File: config.mk
export PLATFORM = sky130hd
export DESIGN_NAME = dual_timer
export DESIGN_NICKNAME = d
export VERILOG_FILES = /design/src/rtl/tc_pkg.sv /design/src/rtl/tc_sync.sv /design/src/rtl/tc_unit.sv /design/src/rtl/dual_timer.sv
export SDC_FILE = /design/constraint.sdc
export NUM_CORES = 1
export LEC_CHECK = 0
export BUFFER_PORTS_ARGS = -buffer_cell sky130_fd_sc_hd__clkbuf_2
export CORE_ASPECT_RATIO = 0.5
export CORE_MARGIN = 5
export CORE_UTILIZATION = 42
export DETAILED_ROUTE_END_ITERATION = 6
export GPL_ROUTABILITY_DRIVEN = 0
export PLACE_DENSITY = 0.64
export REMOVE_ABC_BUFFERS = 1
export SETUP_SLACK_MARGIN = 0.4
export SYNTH_ARGS = -nofsm -noshare
export SYNTH_HDL_FRONTEND = slang
export SYNTH_SLANG_ARGS = --single-unit
File: constraint.sdc
create_clock -name clk -period 3.3 [get_ports clk]
set_clock_uncertainty 0.15 [all_clocks]
set_input_delay 0.66 -clock clk [delete_from_list [all_inputs] [get_ports clk]]
set_output_delay 0.66 -clock clk [all_outputs]
set_load 0.005 [all_outputs]
File: src/rtl/tc_pkg.sv
package tc_pkg;

    localparam int BYTE_W = 8;

    localparam int ADR_MODE = 0;
    localparam int ADR_CTRL = 1;
    localparam int ADR_CNT0 = 2;   // unit i low byte at ADR_CNT0 + 2*i, high byte next

    typedef enum logic [1:0] {
        TM_PRESCALED = 2'd0,
        TM_WIDE      = 2'd1,
        TM_RELOAD    = 2'd2,
        TM_SPLIT     = 2'd3
    } tmode_e;

    typedef struct packed {
        logic   gate;
        logic   ext_src;
        tmode_e mode;
    } tcfg_s;

    typedef struct packed {
        logic [BYTE_W-1:0] hi;
        logic [BYTE_W-1:0] lo;
    } tcount_s;

    function automatic logic run_allowed(input tcfg_s cfg, input logic run, input logic pin);
        return run & (~cfg.gate | pin);
    endfunction

endpackage

File: src/rtl/tc_sync.sv
module tc_sync #(
    parameter int N      = 2,
    parameter int STAGES = 2
) (
    input  logic         clk,
    input  logic         rst,
    input  logic [N-1:0] din,
    output logic [N-1:0] dout
);
    logic [N-1:0] st [STAGES];

    always_ff @(posedge clk) begin
        if (rst) begin
            for (int k = 0; k < STAGES; k++) st[k] <= '0;
        end else begin
            st[0] <= din;
            for (int k = 1; k < STAGES; k++) st[k] <= st[k-1];
        end
    end

    assign dout = st[STAGES-1];
endmodule

File: src/rtl/tc_unit.sv
module tc_unit
    import tc_pkg::*;
#(
    parameter int PRE_W = 5
) (
    input  logic              clk,
    input  logic              rst,
    input  tmode_e            mode,
    input  logic              inc,
    input  logic              hi_inc,
    input  logic              wr_lo,
    input  logic              wr_hi,
    input  logic [BYTE_W-1:0] wdata,
    output tcount_s           cnt,
    output logic              ovf,
    output logic              ovf_hi
);
    tcount_s nxt;

    always_comb begin
        nxt    = cnt;
        ovf    = 1'b0;
        ovf_hi = 1'b0;
        unique case (mode)
            TM_PRESCALED: if (inc) begin
                if (&cnt.lo[PRE_W-1:0]) begin
                    nxt.lo[PRE_W-1:0] = '0;
                    nxt.hi            = cnt.hi + 1'b1;
                    ovf               = &cnt.hi;
                end else begin
                    nxt.lo[PRE_W-1:0] = cnt.lo[PRE_W-1:0] + 1'b1;
                end
            end
            TM_WIDE: if (inc) begin
                nxt = tcount_s'(cnt + 1'b1);
                ovf = &cnt;
            end
            TM_RELOAD: if (inc) begin
                if (&cnt.lo) begin
                    nxt.lo = cnt.hi;
                    ovf    = 1'b1;
                end else begin
                    nxt.lo = cnt.lo + 1'b1;
                end
            end
            TM_SPLIT: begin
                if (inc) begin
                    nxt.lo = cnt.lo + 1'b1;
                    ovf    = &cnt.lo;
                end
                if (hi_inc) begin
                    nxt.hi = cnt.hi + 1'b1;
                    ovf_hi = &cnt.hi;
                end
            end
            default: ;
        endcase
        if (wr_lo) nxt.lo = wdata;
        if (wr_hi) nxt.hi = wdata;
    end

    always_ff @(posedge clk) begin
        if (rst) cnt <= '0;
        else     cnt <= nxt;
    end
endmodule

File: src/rtl/dual_timer.sv
module dual_timer
    import tc_pkg::*;
#(
    parameter int AW          = 3,
    parameter int SYNC_STAGES = 2,
    parameter int PRE_W       = 5
) (
    input  logic              clk,
    input  logic              rst,
    input  logic              wr_en,
    input  logic [AW-1:0]     wr_addr,
    input  logic [BYTE_W-1:0] wr_data,
    input  logic [AW-1:0]     rd_addr,
    output logic [BYTE_W-1:0] rd_data,
    input  logic              tick,
    input  logic [1:0]        cnt_pin,
    input  logic [1:0]        gate_pin,
    input  logic [1:0]        irq_ack,
    output logic [1:0]        ovf_flag,
    output logic              baud_tick
);
    localparam int NU = 2;
    localparam logic [AW-1:0] A_MODE = AW'(ADR_MODE);
    localparam logic [AW-1:0] A_CTRL = AW'(ADR_CTRL);

    logic [BYTE_W-1:0] mode_q;
    logic [NU-1:0]     run_q;
    logic [NU-1:0]     flag_q;
    logic              baud_q;

    logic [NU-1:0] cnt_s, cnt_prev, gate_s, fall;
    logic [NU-1:0] inc, hi_inc, ovf, ovf_hi, set_hw, run_eff;
    tcfg_s         cfg   [NU];
    tcount_s       cnt_w [NU];
    logic          split0;
    logic          ctrl_wr;

    tc_sync #(.N(NU), .STAGES(SYNC_STAGES)) u_cnt_sync (
        .clk(clk), .rst(rst), .din(cnt_pin), .dout(cnt_s));
    tc_sync #(.N(NU), .STAGES(SYNC_STAGES)) u_gate_sync (
        .clk(clk), .rst(rst), .din(gate_pin), .dout(gate_s));

    always_ff @(posedge clk) begin
        if (rst) cnt_prev <= '0;
        else     cnt_prev <= cnt_s;
    end
    assign fall = cnt_prev & ~cnt_s;

    assign split0     = (cfg[0].mode == TM_SPLIT);
    assign run_eff[0] = run_q[0];
    assign run_eff[1] = split0 | run_q[1];
    assign hi_inc[0]  = split0 & tick & run_q[1];
    assign hi_inc[1]  = 1'b0;
    assign ctrl_wr    = wr_en && (wr_addr == A_CTRL);

    for (genvar i = 0; i < NU; i++) begin : g_unit
        localparam logic [AW-1:0] A_LO = AW'(ADR_CNT0 + 2*i);
        localparam logic [AW-1:0] A_HI = AW'(ADR_CNT0 + 2*i + 1);
        logic ev;

        assign cfg[i] = tcfg_s'(mode_q[4*i +: 4]);
        assign ev     = cfg[i].ext_src ? fall[i] : tick;
        assign inc[i] = run_allowed(cfg[i], run_eff[i], gate_s[i]) & ev
                      & ((i == 0) || (cfg[i].mode != TM_SPLIT));

        tc_unit #(.PRE_W(PRE_W)) u_unit (
            .clk(clk), .rst(rst), .mode(cfg[i].mode),
            .inc(inc[i]), .hi_inc(hi_inc[i]),
            .wr_lo(wr_en && (wr_addr == A_LO)),
            .wr_hi(wr_en && (wr_addr == A_HI)),
            .wdata(wr_data), .cnt(cnt_w[i]),
            .ovf(ovf[i]), .ovf_hi(ovf_hi[i]));

        always_ff @(posedge clk) begin
            if (rst)             flag_q[i] <= 1'b0;
            else if (set_hw[i])  flag_q[i] <= 1'b1;
            else if (irq_ack[i]) flag_q[i] <= 1'b0;
            else if (ctrl_wr)    flag_q[i] <= wr_data[5 + 2*i];
        end
    end

    assign set_hw[0] = ovf[0];
    assign set_hw[1] = split0 ? ovf_hi[0] : (ovf[1] | ovf_hi[1]);

    always_ff @(posedge clk) begin
        if (rst) begin
            mode_q <= '0;
            run_q  <= '0;
            baud_q <= 1'b0;
        end else begin
            if (wr_en && (wr_addr == A_MODE)) mode_q <= wr_data;
            if (ctrl_wr) run_q <= {wr_data[6], wr_data[4]};
            baud_q <= ovf[1];
        end
    end

    always_comb begin
        unique case (rd_addr)
            A_MODE:                       rd_data = mode_q;
            A_CTRL:                       rd_data = {flag_q[1], run_q[1], flag_q[0], run_q[0], 4'b0000};
            AW'(ADR_CNT0):                rd_data = cnt_w[0].lo;
            AW'(ADR_CNT0 + 1):            rd_data = cnt_w[0].hi;
            AW'(ADR_CNT0 + 2):            rd_data = cnt_w[1].lo;
            AW'(ADR_CNT0 + 3):            rd_data = cnt_w[1].hi;
            default:                      rd_data = '0;
        endcase
    end

    assign ovf_flag  = flag_q;
    assign baud_tick = baud_q;
endmodule

# Word-level counts from Yosys, hierarchy flattened
# Memory sizes are Yosys's and may differ from the RTL's.
# Cells that the tools add are included.
[op_classes] add_sub_neg=8 mul=0 n_div=0 order_cmp=0 eq_ne=32 shifts=0 muxes=59 bitwise=18 n_reduce_logical=30
[op_table] operator="$mux 8" count=15
[op_table] operator="$pmux 8 s6" count=1
[op_table] operator="$ne 3x1->1 const B" count=15
[op_table] operator="$pmux 5 s4" count=2
[op_table] operator="$add 16x1->16 const B" count=2
[op_table] operator="$add 8x1->8 const B" count=4
[op_table] operator="$mux 16" count=2
[op_table] operator="$reduce_and 16->1" count=2
[op_table] operator="$reduce_and 8->1" count=4
[op_table] operator="$mux 1" count=25
[op_table] operator="$pmux 8 s3" count=1
[op_table] operator="$mux 5" count=4
[op_table] operator="$reduce_and 4->1" count=5
[op_table] operator="$pmux 3 s3" count=2
[op_table] operator="$pmux 8 s2" count=1
[op_table] operator="$reduce_and 5->1" count=3
[op_table] operator="$eq 3x2->1 const B" count=4
[op_table] operator="$eq 3x3->1 const B" count=4
[op_table] operator="$reduce_bool 4->1" count=3
[op_table] operator="$add 5x1->5 const B" count=2
[op_table] operator="$reduce_bool 3->1" count=3
[op_table] operator="$eq 2x2->1 const B" count=4
[op_table] operator="$mux 2" count=4
[op_table] operator="$pmux 1 s4" count=2
[op_table] operator="other kinds (11)" count=33
[totals] regBits=47 latch_bits=0 ramBits=8 romBits=0 input_bits=24 out_inout_bits=11 wordCells=161 n_memories=2
[memory_table] name="u_cnt_sync.st" depth=2 width=2 read_ports=2 rd_ports_with_merged_regs=0 write_ports=2 line_no="tc_sync.sv:10" text="logic [N-1:0] st [STAGES];"
[memory_table] name="u_gate_sync.st" depth=2 width=2 read_ports=2 rd_ports_with_merged_regs=0 write_ports=2 line_no="tc_sync.sv:10"

# Depth between registers and ports, before layout
# Gate-level depths: netlist of run 1.
# An unclocked memory read counts as a cell.
[logic_depth] word_depth=10 mapped_depth=8 mapped_depth_nobuf=8

# Modules after synthesis
# A second synthesis of run 1 with hierarchy kept.
[hier_totals] cells_unflattened=508 hier_area_um2=4056.4
[modules_own_cells] mod="tc_unit" n_inst=2 cells_each=179 area_per_inst_um2=1366.3 seq_area_each_um2=320.3
[modules_own_cells] mod="dual_timer" n_inst=1 cells_each=130 area_per_inst_um2=1083.5 seq_area_each_um2=300.3
[modules_own_cells] mod="tc_sync" n_inst=2 cells_each=10 area_per_inst_um2=120.1 seq_area_each_um2=80.1

# Worst setup path after synthesis of run 1
# Ideal clock, no wire load.
[synth_path] path_kind="input-to-output" startpoint="in rd_addr[0]" endpoint="out rd_data[5]" arrival_time_ps=1664 t_required_ps=2490 path_slack_ps=826 stages=4 n_path_buf=2 path_cell_list="clkbuf_1 -> clkbuf_1 -> mux2i_1 -> o32ai_1"
[synth_between] elab_chain_len=2 word_cells_on_any_way=7 classes_between="5 x eq/ne; 1 x mux; 1 x reduce/logical"
[synth_rtl] item="start, declared" line_no="dual_timer.sv:13" text="input logic [AW-1:0] rd_addr,"
[synth_rtl] item="$eq 3x3->1, or another cell as far along" line_no="dual_timer.sv:98" text="unique case (rd_addr)"
[synth_rtl] item="$pmux 8 s6 (*)" line_no="dual_timer.sv:98"
[synth_rtl] item="end, declared" line_no="dual_timer.sv:14" text="output logic [BYTE_W-1:0] rd_data,"
# Every way passes the cells marked *; elsewhere a longest branch is shown, timed or not.

# Final worst setup path of run 1
[layout_path] startpoint="in rd_addr[0]" endpoint="out rd_data[1]"
# The elaborated chain is that of the path after synthesis.

==> impl_results.html, run 1 <==
<table>
<tr><th>Metric</th><th>Value</th></tr>
<tr><th colspan="2">Run status</th></tr>
<tr><td>Run status</td><td>complete, no violations</td></tr>
<tr><th colspan="2">STA</th></tr>
<tr><td>Worst-margin pin slew</td><td>1000 ps</td></tr>
<tr><td>Final Hold Viols</td><td>0</td></tr>
<tr><td>Relative slew slack</td><td>33.3%</td></tr>
<tr><td>Setup repair after global routing missed its margin</td><td>no</td></tr>
<tr><td>Number of pins exceeding their max-slew limit in the final report</td><td>0</td></tr>
<tr><td>Min Clock Period, post-route</td><td>2650 ps</td></tr>
<tr><td>Crit path setup slack, layout</td><td>648 ps</td></tr>
<tr><td>Sum of negative setup slack</td><td>0 ps</td></tr>
<tr><td>Highest attainable clock frequency</td><td>377 MHz</td></tr>
<tr><td>Fin crit share</td><td>80.3%</td></tr>
<tr><td>Final setup violation count</td><td>0</td></tr>
<tr><th colspan="2">Die</th></tr>
<tr><td>Core Region</td><td>9290 um^2</td></tr>
<tr><td>Effective utilization at floorplan</td><td>42.4%</td></tr>
<tr><td>Die boundary width</td><td>147 um</td></tr>
<tr><td># rows</td><td>25</td></tr>
<tr><td>Die Footprint</td><td>11,500 um^2</td></tr>
<tr><td>Count of pins on the block boundary</td><td>35</td></tr>
<tr><td>Die span in y</td><td>78.5 um</td></tr>
<tr><th colspan="2">Power and ir drop</th></tr>
<tr><td>Part of the power in combinational logic</td><td>14.1%</td></tr>
<tr><td>Switching component of the power</td><td>431 uW</td></tr>
<tr><td>Largest vdd supply drop</td><td>0.191 mV</td></tr>
<tr><td>Clock share of power</td><td>37.0%</td></tr>
<tr><td>Net Sw Frac</td><td>29.0%</td></tr>
<tr><td>Flop pwr share</td><td>48.9%</td></tr>
<tr><td>Internal power consumption</td><td>1.05 mW</td></tr>
<tr><td>Total leakage power</td><td>1.54 nW</td></tr>
<tr><td>Pwr Density</td><td>342 nW/um^2</td></tr>
<tr><th colspan="2">Logic synthesis</th></tr>
<tr><td>Average cell area after synthesis</td><td>7.95 um^2</td></tr>
<tr><td>Yosys warning count</td><td>0</td></tr>
<tr><td>Leading register cell type out of synthesis</td><td>dfxtp_1</td></tr>
<tr><td>Post-synthesis cell type count</td><td>63</td></tr>
<tr><td>Sequential-to-total area share from yosys stat</td><td>27.9%</td></tr>
<tr><td>Post-synth EDFFs</td><td>0</td></tr>
<tr><td>Largest cells by area after synthesis</td><td>dfxtp_1, ha_1, nor2_1</td></tr>
<tr><td>Most frequent cell after synthesis</td><td>dfxtp_1</td></tr>
<tr><td>Count of state elements after synthesis</td><td>55</td></tr>
<tr><td>Post-Synthesis Cell Area</td><td>3940 um^2</td></tr>
<tr><td>Synth cell count leaders</td><td>dfxtp_1, nor2_1, nand2_1</td></tr>
<tr><td>Share of the synthesized area in the top cell type</td><td>27.9%</td></tr>
<tr><td>Proportion of register bits with asynchronous set or reset after synthesis</td><td>0%</td></tr>
<tr><td>Biggest area consumer among synthesized cells</td><td>dfxtp_1</td></tr>
<tr><td>Mapped Cells</td><td>496</td></tr>
<tr><th colspan="2">Clocking</th></tr>
<tr><td>Later-pin clock latency in the skew report</td><td>300 ps</td></tr>
<tr><td>Clock Tree Root</td><td>clkbuf_16</td></tr>
<tr><td>Clock Sinks</td><td>55</td></tr>
<tr><td>Inserted Clock Buffers</td><td>5</td></tr>
<tr><td>Hold-fix buffers at CTS</td><td>0</td></tr>
<tr><td>Clock-pin transition on the worst setup and hold timing paths</td><td>70 ps</td></tr>
<tr><td>CTS tree</td><td>yes</td></tr>
<tr><td>Worst-case clock buffer depth</td><td>2</td></tr>
<tr><td>Number of gates given a new drive strength after cts</td><td>0</td></tr>
<tr><td>Buffers inserted during post-CTS setup optimization</td><td>0</td></tr>
<tr><td>H-tree level count</td><td>2</td></tr>
<tr><th colspan="2">Place</th></tr>
<tr><td>Number of input and output port buffers inserted</td><td>34</td></tr>
<tr><td>Minimum setup slack after placement</td><td>663 ps</td></tr>
<tr><td>Number of placed cells counting well taps</td><td>627</td></tr>
<tr><td>Final HPWL DP</td><td>8910 um</td></tr>
<tr><th colspan="2">Setup path</th></tr>
<tr><td>Slowest stage cell on the critical path</td><td>mux2_2</td></tr>
<tr><td>Crit path max fanout</td><td>22</td></tr>
<tr><td>Crit path DAT</td><td>1840 ps</td></tr>
<tr><td>WP data required</td><td>2490 ps</td></tr>
<tr><td>Register-to-Register Setup Slack</td><td>710 ps</td></tr>
<tr><td>Endpoint of the most critical register-to-register path</td><td>g_unit[1].u_unit.cnt[14]$_SDFFE_PP0P_</td></tr>
<tr><td>Delay of the slowest critical-path stage</td><td>400 ps</td></tr>
<tr><td>Category of the worst setup path launch point</td><td>primary input</td></tr>
<tr><td>CP Class</td><td>in -&gt; out</td></tr>
<tr><td>Endpoint class of the critical path</td><td>output pin</td></tr>
<tr><td>Number of cells on the worst reg-to-reg path</td><td>6</td></tr>
<tr><td>Beginning of the worst register-to-register path</td><td>mode_q[1]$_SDFFE_PP0P_</td></tr>
<tr><td>Cell mode on critical path</td><td>clkbuf_2</td></tr>
<tr><td>Cells along the critical path</td><td>clkbuf_2, mux2_2, a22oi_1, o21ai_0, clkbuf_2</td></tr>
<tr><th colspan="2">Job</th></tr>
<tr><td>Maxcap violations</td><td>0</td></tr>
<tr><th colspan="2">Detailed routing</th></tr>
<tr><td>1st-iter DRT viols</td><td>487</td></tr>
<tr><td>Number of remaining DRC errors</td><td>0</td></tr>
<tr><td>Post-detailed-route count of antenna-violating nets</td><td>0</td></tr>
<tr><td>Count of vias placed by the detailed router</td><td>4,053</td></tr>
<tr><td>Wirelength per Cell</td><td>19.0 um</td></tr>
<tr><td>Pre-antenna DRT Iters</td><td>6</td></tr>
<tr><td>Vias per cell</td><td>6.38</td></tr>
<tr><td>Total routed wirelength</td><td>12,100 um</td></tr>
<tr><th colspan="2">Global route</th></tr>
<tr><td>First-pass GRT wire length</td><td>19,100 um</td></tr>
<tr><td>Number of antenna violations at the first check in global routing</td><td>0</td></tr>
<tr><td>Remaining global-route overflow</td><td>0</td></tr>
<tr><td>Global-route usage over all layers</td><td>20.6%</td></tr>
<tr><td>Largest net degree at the start of global routing</td><td>52</td></tr>
<tr><td>Number of global-route vias before repair</td><td>3,683</td></tr>
<tr><th colspan="2">Layout</th></tr>
<tr><td>Cell Count, Final, Fillers Out</td><td>635</td></tr>
<tr><td>Count of nets after finishing</td><td>552</td></tr>
<tr><td>Diode insertion count for antenna repair</td><td>0</td></tr>
<tr><td>Fill count</td><td>926</td></tr>
<tr><td>Layout overhead on the synthesized area</td><td>10.3%</td></tr>
<tr><td>Share of post-route cells with drive strength above 1</td><td>13.2%</td></tr>
<tr><th colspan="2">Min path</th></tr>
<tr><td>Worst min-delay path category</td><td>reg -&gt; reg</td></tr>
<tr><td>Hold wc startpoint</td><td>u_cnt_sync.st[0][0]$_SDFF_PP0_</td></tr>
<tr><td>Worst hold stages</td><td>1</td></tr>
<tr><td>Hold-critical path endpoint</td><td>u_cnt_sync.st[0][2]$_SDFF_PP0_</td></tr>
</table>
-- flip-flops by register name (all words and copies together), names as in the netlist --
name               flops
cnt_prev               2
ovf_flag               2
g_unit.u_unit.cnt     32
u_gate_sync.st         4
run_q                  2
mode_q                 8
u_cnt_sync.st          4
baud_tick              1
-- placed cells by master, fill, tap and decap left out, types with 15 or more instances in the layout --
master / n
a21oi_1: 19
inv_1: 22
clkbuf_2: 34
ha_1: 15
dfxtp_1: 55
nand2_1: 33
o21ai_0: 18
nor2b_1: 15
nand3_1: 20
nor2_1: 47
nor3_1: 18
-- cell type report --
cell class              count  area [um^2]  area share [%]
clock inverters             3         18.8           0.432
well taps                 121          151            3.48
inverters                  22         82.6            1.90
clock buffers               5          125            2.88
repair buffers             44          245            5.64
flip-flops and latches     55         1100            25.3
multi-input cells         385         2620            60.3
-- per-stage QoR --
step	power, mW	hold slack (ps)	instance area [um^2]	utilization [%]
floorplan	0.842	264	3800	-
global placement	0.947	266	4200	45.2
detailed placement	0.947	276	4200	45.2
CTS	1.49	294	4350	46.8
global route	1.54	318	4350	46.8
finish	1.48	290	4350	46.8
-- how the worst max path moves through the flow --
stage	startpoint	to	depth (start not counted)	slack, ps
5_1_grt	mode_q[1]$_SDFFE_PP0P_	g_unit[1].u_unit.cnt[12]$_SDFFE_PP0P_	6	500
3_3_place_gp	rd_addr[0]	rd_data[1]	5	670
3_5_place_dp	rd_addr[0]	rd_data[1]	5	660
2_1_floorplan	mode_q[1]$_SDFFE_PP0P_	g_unit[0].u_unit.cnt[6]$_SDFFE_PP0P_	7	970
6_report	rd_addr[0]	rd_data[1]	5	650
4_1_cts	rd_addr[0]	rd_data[1]	5	660
-- cells by family after synthesis --
logic type | after synthesis | synth area share, %
simple gates | 208 | 29.2
compound gates | 133 | 25.3
buf+inv | 56 | 5.56
flops | 55 | 27.9
mux | 18 | 4.76
fa+ha+maj | 15 | 4.76
xor+xnor | 11 | 2.44
-- worst max-delay path, delay by kind of cell --
family	cells	cell delay (ps)
buffers and inverters	2	520
AOI/OAI and AO/OA	2	260
muxes	1	400
-- power groups by stage --
stage | clock network, mW | registers [mW] | logic [mW]
after floorplan | 0 | 0.726 | 0.116
after global placement | 0 | 0.741 | 0.206
after detailed placement | 0 | 0.740 | 0.207
after CTS | 0.557 | 0.724 | 0.208
after global routing | 0.582 | 0.729 | 0.230
final | 0.549 | 0.726 | 0.209
-- routing by layer --
layer	up-vias	track usage [%]	share of wire (%)	wire length [um]
met3	40	3.34	5.8	701
met5	-	0	0	0
li1	1936	-	-	-
met2	150	33.8	45	5430
met1	1927	27.1	45	5480
met4	0	8.74	3.9	474
Note: power is estimated with default switching activity, not from simulation.
==> run 2: changes to the inputs <==
Settings changed: ABC_AREA set to 1.
Clock period 3.3 ns to 2.6 ns, I/O delays scaled along.
==> impl_results.html, run 2 <==
<table>
<tr><th>Metric</th><th>Value</th></tr>
<tr><th colspan="2">Power and ir drop</th></tr>
<tr><td>Pwr Density</td><td>421 nW/um^2 (+23%)</td></tr>
<tr><td>Largest vdd supply drop</td><td>0.247 mV (+30%)</td></tr>
<tr><td>Total leakage power</td><td>2.10 nW (+36%)</td></tr>
<tr><td>PnR Total Power</td><td>2.03 mW (+37%)</td></tr>
<tr><th colspan="2">Die</th></tr>
<tr><td>Die span in y</td><td>79.7 um (+1.6%)</td></tr>
<tr><td>Core Region</td><td>9480 um^2 (+2.0%)</td></tr>
<tr><td>Die Footprint</td><td>11,900 um^2 (+3.3%)</td></tr>
<tr><td>Die boundary width</td><td>149 um (+1.7%)</td></tr>
<tr><td>Effective utilization at floorplan</td><td>43.1% (+0.68 points)</td></tr>
<tr><td>Count of pins on the block boundary</td><td>35 (unchanged)</td></tr>
<tr><td># rows</td><td>25 (unchanged)</td></tr>
<tr><th colspan="2">Clocking</th></tr>
<tr><td>Clock Sinks</td><td>55 (unchanged)</td></tr>
<tr><td>Later-pin clock latency in the skew report</td><td>300 ps (about the same)</td></tr>
<tr><td>Worst-case clock buffer depth</td><td>2 (unchanged)</td></tr>
<tr><td>Clock-pin transition on the worst setup and hold timing paths</td><td>70 ps (about the same)</td></tr>
<tr><td>Hold-fix buffers at CTS</td><td>0 (unchanged)</td></tr>
<tr><td>CTS tree</td><td>yes</td></tr>
<tr><td>Inserted Clock Buffers</td><td>5 (unchanged)</td></tr>
<tr><td>Clock Tree Root</td><td>clkbuf_16</td></tr>
<tr><td>H-tree level count</td><td>2 (unchanged)</td></tr>
<tr><th colspan="2">Layout</th></tr>
<tr><td>Sequential cell area</td><td>1100 um^2 (+0.34%)</td></tr>
<tr><td>Area used by multi-input combinational logic</td><td>2670 um^2 (+1.8%)</td></tr>
<tr><td>Count of nets after finishing</td><td>738 (+34%)</td></tr>
<tr><td>Diode insertion count for antenna repair</td><td>0 (unchanged)</td></tr>
<tr><td>Share of post-route cells with drive strength above 1</td><td>16.7% (+3.5 points)</td></tr>
<tr><td>Layout overhead on the synthesized area</td><td>17.9%</td></tr>
<tr><td>Biggest regs</td><td>g_unit.u_unit.cnt: 32 flops, mode_q: 8 flops</td></tr>
<tr><td>Number of flip-flops under the largest register name</td><td>32 (unchanged)</td></tr>
<tr><td>Share of the core filled with cells in the final layout</td><td>50.8% (+4.0 points)</td></tr>
<tr><td>Register name with the most flops</td><td>g_unit.u_unit.cnt</td></tr>
<tr><td>Top library cells by usage in the layout, fill and taps aside</td><td>nand2_1, inv_1, nor2_1, nand3_1, dfxtp_1</td></tr>
<tr><td>Most frequent standard cell in the layout excluding fill and tap cells</td><td>nand2_1</td></tr>
<tr><td>Fill count</td><td>973 (+5.1%)</td></tr>
<tr><th colspan="2">Place</th></tr>
<tr><td>Number of input and output port buffers inserted</td><td>34 (unchanged)</td></tr>
<tr><td>Final HPWL DP</td><td>9900 um (+11%)</td></tr>
<tr><td>Minimum setup slack after placement</td><td>333 ps (-330 ps)</td></tr>
<tr><th colspan="2">Logic synthesis</th></tr>
<tr><td>Largest cells by area after synthesis</td><td>dfxtp_1, nand2_1, inv_1</td></tr>
<tr><td>Share of the synthesized area in the top cell type</td><td>27.0% (-0.98 points)</td></tr>
<tr><td>Post-synthesis cell type count</td><td>43 (-32%)</td></tr>
<tr><td>Sequential-to-total area share from yosys stat</td><td>27.0% (-0.98 points)</td></tr>
<tr><td>Proportion of register bits with asynchronous set or reset after synthesis</td><td>0% (unchanged)</td></tr>
<tr><td>Most frequent cell after synthesis</td><td>nand2_1</td></tr>
<tr><td>Biggest area consumer among synthesized cells</td><td>dfxtp_1</td></tr>
<tr><td>Synth cell count leaders</td><td>nand2_1, inv_1, nor2_1</td></tr>
<tr><td>Yosys warning count</td><td>0 (unchanged)</td></tr>
<tr><td>Count of state elements after synthesis</td><td>55 (unchanged)</td></tr>
<tr><td>Leading register cell type out of synthesis</td><td>dfxtp_1</td></tr>
<tr><td>Post-synth EDFFs</td><td>0 (unchanged)</td></tr>
<tr><td>Average cell area after synthesis</td><td>6.26 um^2 (-21%)</td></tr>
<tr><td>Mapped Cells</td><td>653 (+32%)</td></tr>
<tr><td>Post-Synthesis Cell Area</td><td>4090 um^2 (+3.7%)</td></tr>
<tr><th colspan="2">Min path</th></tr>
<tr><td>Worst min-delay path category</td><td>reg -&gt; reg</td></tr>
<tr><td>Hold wc startpoint</td><td>u_gate_sync.st[0][1]$_SDFF_PP0_</td></tr>
<tr><td>Worst hold stages</td><td>2 (+1)</td></tr>
<tr><td>Hold-critical path endpoint</td><td>u_gate_sync.st[0][3]$_SDFF_PP0_</td></tr>
<tr><th colspan="2">STA</th></tr>
<tr><td>Final Hold Viols</td><td>0 (unchanged)</td></tr>
<tr><td>Min Clock Period, post-route</td><td>2180 ps</td></tr>
<tr><td>Highest attainable clock frequency</td><td>459 MHz</td></tr>
<tr><td>Final setup violation count</td><td>0 (unchanged)</td></tr>
<tr><td>Sum of negative setup slack</td><td>0 ps (unchanged)</td></tr>
<tr><td>Crit path setup slack, layout</td><td>422 ps (-226 ps)</td></tr>
<tr><td>Worst-margin pin slew</td><td>482 ps (-518 ps)</td></tr>
<tr><td>Worst hold slack after final layout</td><td>253 ps (-37.1 ps)</td></tr>
<tr><td>Fin crit share</td><td>83.8%</td></tr>
<tr><td>Setup repair after global routing missed its margin</td><td>yes</td></tr>
<tr><td>Number of pins exceeding their max-slew limit in the final report</td><td>0 (unchanged)</td></tr>
<tr><td>Relative slew slack</td><td>67.8% (+34 points)</td></tr>
<tr><th colspan="2">Setup path</th></tr>
<tr><td>WP data required</td><td>1930 ps (-560 ps)</td></tr>
<tr><td>Cells along the critical path</td><td>clkbuf_8, inv_2, nor3_4, buf_4, buf_12, a22oi_1, o2111ai_1, clkbuf_2</td></tr>
<tr><td>Register-to-Register Setup Slack</td><td>520 ps (-190 ps)</td></tr>
<tr><td>Number of cells on the worst reg-to-reg path</td><td>11 (+5)</td></tr>
<tr><td>Category of the worst setup path launch point</td><td>primary input</td></tr>
<tr><td>Beginning of the worst register-to-register path</td><td>mode_q[0]$_SDFFE_PP0P_</td></tr>
<tr><td>Delay of the slowest critical-path stage</td><td>160 ps (-240 ps)</td></tr>
<tr><td>CP Class</td><td>in -&gt; out</td></tr>
<tr><td>Slowest stage cell on the critical path</td><td>buf_4</td></tr>
<tr><td>Crit path DAT</td><td>1510 ps (-330 ps)</td></tr>
<tr><td>Crit path max fanout</td><td>6 (-73%)</td></tr>
<tr><td>Endpoint class of the critical path</td><td>output pin</td></tr>
<tr><td>Endpoint of the most critical register-to-register path</td><td>g_unit[0].u_unit.cnt[5]$_SDFFE_PP0P_</td></tr>
<tr><th colspan="2">Run status</th></tr>
<tr><td>Run status</td><td>complete, no violations</td></tr>
<tr><th colspan="2">Global route</th></tr>
<tr><td>Number of global-route vias before repair</td><td>4,127 (+12%)</td></tr>
<tr><td>Remaining global-route overflow</td><td>0 (unchanged)</td></tr>
<tr><td>Global-route usage over all layers</td><td>22.1% (+1.5 points)</td></tr>
<tr><td>First-pass GRT wire length</td><td>20,700 um (+8.4%)</td></tr>
<tr><td>Number of antenna violations at the first check in global routing</td><td>0 (unchanged)</td></tr>
<tr><td>Largest net degree at the start of global routing</td><td>27 (-48%)</td></tr>
<tr><th colspan="2">Detailed routing</th></tr>
<tr><td>1st-iter DRT viols</td><td>508 (+4.3%)</td></tr>
<tr><td>Count of vias placed by the detailed router</td><td>4,438 (+9.5%)</td></tr>
<tr><td>Number of remaining DRC errors</td><td>0 (unchanged)</td></tr>
<tr><td>Total routed wirelength</td><td>12,800 um (+5.8%)</td></tr>
<tr><td>Vias per cell</td><td>5.31 (-17%)</td></tr>
<tr><td>Wirelength per Cell</td><td>15.3 um (-20%)</td></tr>
<tr><td>Pre-antenna DRT Iters</td><td>5 (-1)</td></tr>
<tr><td>Post-detailed-route count of antenna-violating nets</td><td>0 (unchanged)</td></tr>
<tr><th colspan="2">Job</th></tr>
<tr><td>Maxcap violations</td><td>0 (unchanged)</td></tr>
</table>
## run 2: cell count changes in the layout (fill, tap and decap cells not counted), sizes merged, moves of 13 or more
cell    before  now
inv         23  101
a311oi      13    0
nor2        47   81
a21oi       19   50
o21ai       18   47
nand2       33  153
nand3       20   60
nor2b       15    0
## run 2: worst max-delay path by stage
stage | start | end | slack (ps) | cells after the start
final | rd_addr[0] | rd_data[4] | 420 | 8
after global routing | rd_addr[2] | rd_data[0] | 340 | 8
after floorplan | rd_addr[1] | rd_data[7] | 550 | 6
after detailed placement | rd_addr[2] | rd_data[2] | 330 | 6
after CTS | rd_addr[2] | rd_data[0] | 390 | 8
after global placement | rd_addr[2] | rd_data[2] | 340 | 6
## run 2: kinds of logic after synthesis
family | count (synthesis) | share of synthesized area (%)
xor+xnor | 11 | 2.36
fa+ha+maj | 15 | 4.59
compound gates | 134 | 18.7
flops | 55 | 27.0
buf+inv | 112 | 10.8
simple gates | 326 | 36.7
## run 2: area by class of cell
| type | instances | share of cell area, % |
|---|---|---|
| Multi-Input combinational cell | 486 | 55.4 |
| Sequential cell | 55 | 22.9 |
| Inverter | 101 | 7.98 |
| Timing Repair Buffer | 50 | 6.81 |
| Tap cell | 135 | 3.51 |
| Clock buffer | 7 | 3.17 |
| Clock inverter | 1 | 0.156 |
## run 2: per-stage QoR
step	instances	cell area [um^2]
2_1_floorplan	642	4030
3_3_place_gp	819	4420
3_5_place_dp	819	4420
4_1_cts	832	4680
5_1_grt	835	4810
6_report	835	4810
## run 2: critical path: cells and delay by family
| kind | cells | cell delay [ps] |
|---|---|---|
| AOI/OAI and AO/OA | 2 | 290 |
| and+or+nand+nor | 1 | 40 |
| buffers and inverters | 5 | 650 |
## run 2: power by group
group | switching, mW | total, mW | internal, mW
Combinational | 0.227 | 0.359 | 0.132
Sequential | 0.0479 | 0.928 | 0.880
Clock | 0.329 | 0.740 | 0.411
## run 2: what timing repair did
item / CTS / global route
gates cloned: 0 / 0
hold endpoints to repair: 0 / 0
gates resized for setup: 13 / 32
endpoints found under the setup margin: 13 / 31
buffers inserted: 5 / 3
pin swaps: 5 / 8
## run 2: layer usage
layer | vias to the layer above | global-route usage, % | part of all wire (%)
met5 | - | 0 | 0
met4 | 0 | 5.57 | 1.3
met3 | 15 | 3.91 | 6.6
met2 | 135 | 35.2 | 44
met1 | 2049 | 31.0 | 48
li1 | 2239 | - | -
